===== src/rtl/dual_stage_dac_if.sv =====
module dual_stage_dac_if #(
  parameter int WIDTH = 16
) (
  input  logic             clk,
  input  logic             clear_n,
  input  logic             strobe_n,
  input  logic             in_en_n,
  input  logic             out_en_n,
  input  logic [WIDTH-1:0] bus,
  output logic [WIDTH-1:0] dac_code,
  output logic [WIDTH-1:0] ladder_code
);
  localparam int MSB = WIDTH - 1;

  logic [1:0]       rel_q;
  logic [2:0]       ctl_s1, ctl_s2;
  logic [WIDTH-1:0] bus_s1, bus_s2;
  logic [WIDTH-1:0] hold_q, out_q;
  logic             live, ld_hold, ld_out;
  logic [WIDTH-1:0] hold_next;

  always_ff @(posedge clk or negedge clear_n)
    if (!clear_n) rel_q <= '0;
    else          rel_q <= {rel_q[0], 1'b1};

  assign live = rel_q[1];

  always_ff @(posedge clk or negedge clear_n)
    if (!clear_n) begin
      ctl_s1 <= 3'b111;
      ctl_s2 <= 3'b111;
      bus_s1 <= '0;
      bus_s2 <= '0;
    end else begin
      ctl_s1 <= {strobe_n, in_en_n, out_en_n};
      ctl_s2 <= ctl_s1;
      bus_s1 <= bus;
      bus_s2 <= bus_s1;
    end

  assign ld_hold   = live && !ctl_s2[2] && !ctl_s2[1];
  assign ld_out    = live && !ctl_s2[2] && !ctl_s2[0];
  assign hold_next = ld_hold ? bus_s2 : hold_q;

  always_ff @(posedge clk or negedge clear_n)
    if (!clear_n) begin
      hold_q <= '0;
      out_q  <= '0;
    end else begin
      if (ld_hold) hold_q <= bus_s2;
      if (ld_out)  out_q  <= hold_next;
    end

  assign dac_code    = out_q;
  assign ladder_code = {~out_q[MSB], out_q[MSB-1:0]};
endmodule



===== config.mk =====
export PLATFORM = sky130hd
export DESIGN_NAME = dual_stage_dac_if
export DESIGN_NICKNAME = d
export VERILOG_FILES = /design/src/rtl/dual_stage_dac_if.sv
export SDC_FILE = /design/constraint.sdc
export NUM_CORES = 1
export LEC_CHECK = 0
export ABC_AREA = 1
export BUFFER_PORTS_ARGS = -buffer_cell sky130_fd_sc_hd__clkbuf_2
export CORE_UTILIZATION = 45
export CTS_BUF_LIST = sky130_fd_sc_hd__clkbuf_16
export DETAILED_ROUTE_END_ITERATION = 8
export PLACE_DENSITY = 0.71
export SLEW_MARGIN = 40
export SYNTH_ARGS = -nofsm -noshare
export SYNTH_HDL_FRONTEND = slang
export SYNTH_SLANG_ARGS = --single-unit

===== constraint.sdc =====
create_clock -name clk -period 2.6 [get_ports clk]
set_input_delay 0.13 -clock clk [delete_from_list [all_inputs] [get_ports clk]]
set_output_delay 0.13 -clock clk [all_outputs]
set_load 0.01 [all_outputs]

# Word-level counts from Yosys, hierarchy flattened
# Index checks and enable logic that the tools add are counted.
# Widths: inputs -> output; s select.
# totals
ff_bits	72
in_bits	21
output_inout_bits	32
# op_classes
muxes	1
n_bitwise	1
n_reduce_logical	6
# ops
op	n
$mux 16	1
$logic_and 1x1->1	3
$logic_not 1->1	3
$not 1->1	1

# Logic depth before layout (Yosys ltp)
# logic_depth
word_depth	4
ltp_mapped	6
mapped_depth_nobuf	5

# Least setup slack after synthesis
# No wires, ideal clock.
# synth_path
path_kind	register -> register
start	reg ctl_s2[1]
end	reg hold_q[10]
setup_time_ns	0.119
arrival_ns	1.168
slack_ns	1.313
stages_incl_launch_ff	6
path_cell_list	dfstp_2 > clkinv_1 > nand3_2 > buf_4 > nand2_1 > and2_1
# synth_via
elab_chain_len	3
# synth_rtl
element	line_no	text
start, declared	16	logic [2:0] ctl_s1, ctl_s2;
start signal, assigned	36	ctl_s2 <= ctl_s1;
$logic_not 1->1	41	assign ld_hold = live && !ctl_s2[2] && !ctl_s2[1];
$logic_and 1x1->1	41	
$mux 16	-	
net hold_next[10]	20	logic [WIDTH-1:0] hold_next;
end signal, assigned	50	if (ld_hold) hold_q <= bus_s2;
end, declared	18	logic [WIDTH-1:0] hold_q, out_q;
# The timed path passes the listed nets, and every way through them passes these cells.
# A chain may end at the register's enable or synchronous reset.

# Worst setup path after layout
# layout_path
start	reg ctl_s2[1]
end	reg hold_q[6]
# Same word-level chain as after synthesis.

==> summary.txt <==
Status
  • Status: finished, final reports clean

Clocking
  • Reg clk slew, reported paths: approximately 0.05 ns
  • Post-CTS sizing: 0
  • Clk root buf: clkbuf_16
  • Clk_lat worst skew: 0.32 ns
  • Bufs on Longest Clock Path: 2
  • Setup Fix Bufs, Post-CTS: 0
  • TritonCTS clock tree: yes
  • H-Tree Level Count: 3
  • Clock sink total: around 70
  • Num CTS Buffers: 9

STA
  • Final period utilization: 0.653
  • Setup Viol. Count Final: 0
  • Max_slew headroom: 0.537
  • RSZ-0062 raised after global routing: no
  • Worst slew pin tran: around 0.69 ns
  • Final Max Slew Viols: 0
  • Minimum clock period: 1.70 ns
  • Clk_skew: ~0.0043 ns
  • Fmax achieved: between 500 and 600 MHz
  • Fin. Hold Viols: 0
  • Fin Setup TNS: 0 ns

GRT
  • Global route overflow: 0
  • Largest net degree at the start of global routing: 49
  • Total track usage: 0.161
  • Number of global-route vias before repair: approximately 1,600
  • First-pass GRT wire length: ~7000 um
  • Number of antenna violations at the first check in global routing: 0

Synth
  • Compound-Gate Fraction of Synth Area: 0
  • Post-synthesis mux area share: 0
  • Synth Register Bits: 72
  • Cells after Synth: about 230
  • Post-synthesis xor/xnor area fraction: 0
  • Synth unique cells: 15
  • Main combinational cell family by area after synthesis: simple AND/OR/NAND/NOR gates
  • Syn Area/Cell: roughly 11 sq um
  • Largest area contributor in the netlist: dfrtp_1
  • Register area share after synthesis: 0.705
  • Post-synthesis net count: 250
  • Post-synthesis adder-cell area fraction: 0
  • Top cell type's share of synthesized area: 0.644
  • Synth area leaders: dfrtp_1 (64%), nand2_1 (7.0%), nand3_1 (6.2%), dfstp_2 (6.1%), buf_4 (5.0%)
  • Simple-gate area share of the yosys netlist: 0.184
  • Synthesized area: 2570 sq um
  • Synth warn: 0

Layout
  • Most common cell after layout, fill and taps aside: dfrtp_1
  • Final instance area: roughly 3300 sq um
  • Diode count: 0
  • Layout cell share with drive strength beyond 1: 0.252
  • Commonest non-fill, non-tap cells in the layout: dfrtp_1 (66), clkbuf_2 (51), nand2_1 (48)
  • Fin cells: 370
  • FILL cells: about 480
  • Area Growth Syn to Fin: 26.8%
  • # nets final: roughly 310

Critical path
  • CP endpoint: hold_q[6]
  • Crit path DAT: around 1.9 ns
  • WS Path Type: reg -> reg
  • R2r setup slk: 0.90 ns
  • FF-to-FF path depth: 4
  • Worst R2R Start: ctl_s2[1]
  • CP required: roughly 2.8 ns
  • Crit path launch: ctl_s2[1]
  • CP endpoint kind: flip-flop
  • Startpoint types: flip-flop
  • R2r endpoint: hold_q[6]
  • Crit Path Max Fanout: 17

Placed design
  • Cells after DPL: approximately 330
  • Post-DP Area: around 2800 sq um
  • Placer Congestion: slightly above 0.7
  • # port buffers: 52
  • Post-DP HPWL: roughly 2500 um

Die
  • Die width: between 70 and 80 um
  • DIE AREA: between 6000 and 7000 sq um
  • Initial Utilization: 0.466
  • Core Area: between 5000 and 6000 sq um
  • Die Y-Extent: a little under 80 um
  • Num rows: 27
  • I/O pin count: 53

Routing
  • Routed WL: between 3000 and 4000 um
  • Vias/cell: 4.31
  • Total number of vias: roughly 1,600
  • DR WL/cell: 10.7 um
  • Initial DRC Count: 71
  • Final ANT Viol Nets: 0
  • Initial DRT Pass Iterations: 4
  • Residual DRC: 0

Power
  • Power per cell area: around 840 nW/um^2
  • Max VDD drop: about 0.53 mV
  • P_leak: ~0.0017 uW

Min path
  • Hold WC Path Type: in -> async

Job
  • Max Cap Viol: 0
==> worst min path at each step <==
| stage | start | to | slack, ns | cells past startpoint |
|---|---|---|---|---|
| after floorplan | clear_n | bus_s1[0] | -0.17 | 0 |
| after global placement | in_en_n | ctl_s1[1] | 0.22 | 1 |
| after detailed placement | clear_n | dac_code[13] | 0.06 | 1 |
| after CTS | clear_n | dac_code[13] | 0.25 | 2 |
| after global routing | clear_n | dac_code[13] | 0.26 | 2 |
| final | clear_n | dac_code[13] | 0.25 | 2 |
==> cells in the mapped netlist <==
cell	instances
nand3_2	1
nand2_1	48
nor3_4	1
clkinv_1	1
buf_2	2
inv_2	2
conb_1	1
clkbuf_1	1
dfrtp_1	66
nor2_2	1
and2_1	16
nand3_1	32
buf_4	17
inv_1	34
dfstp_2	6
==> metrics by stage <==
step                      total power (uW)  hold WS [ns]  setup WS (ns)   util
after floorplan                       1580        -0.166           1.31      -
after global routing                  2860         0.264          0.731  0.591
final                                 2720         0.249          0.903  0.591
after CTS                             2760         0.253          0.913  0.591
after detailed placement              1690        0.0569          0.932  0.508
after global placement                1670         0.221          0.994  0.504
==> state kept, by name, summed over array words and instances (netlist names) <==
signal,count
bus_s1,16
bus_s2,16
ctl_s1,3
ctl_s2,3
dac_code,16
hold_q,16
rel_q,2
==> report_power, final <==
part | internal, uW | switching (uW) | leakage [uW] | total (uW)
clock network | 625 | 406 | 0.000130 | 1030
logic | 169 | 207 | 0.000755 | 376
registers | 1250 | 62.7 | 0.000832 | 1320
==> worst max-delay path: stages (launching register included) <==
cell	delay, ns
dfstp_2	0.52
clkinv_1	0.33
nand3_2	0.43
nand2_1	0.13
and2_1	0.18
==> what timing repair did <==
item	CTS	global route
hold buffers	20	0
endpoints found under the setup margin	0	0
endpoints found under the hold margin	43	0
==> layer usage <==
| metal | wire length [um] | up-vias | share of wire | GRT usage |
|---|---|---|---|---|
| li1 | - | 800 | - | - |
| met1 | 1820 | 748 | 0.46 | 0.192 |
| met2 | 1870 | 40 | 0.47 | 0.251 |
| met3 | 183 | 7 | 0.046 | 0.0494 |
| met4 | 102 | 0 | 0.026 | 0.108 |
| met5 | 0 | - | 0 | 0 |
==> area by class of cell <==
class | instances | area, sq um | area share
sequential | 72 | 1810 | 0.556
clock inverter | 7 | 31.3 | 0.00961
inverter | 37 | 139 | 0.0427
clock buffer | 9 | 225 | 0.0692
multi-input combinational | 100 | 477 | 0.146
tap | 72 | 90.1 | 0.0277
timing repair buffer | 73 | 483 | 0.148
==> cells by family (layout without fill, tap and decap cells) <==
logic type / after synthesis / after routing
simple gates: 99 / 99
other cells: 1 / 1
flops: 72 / 72
buf+inv: 57 / 126
Note: power is estimated with default switching activity, not from simulation.
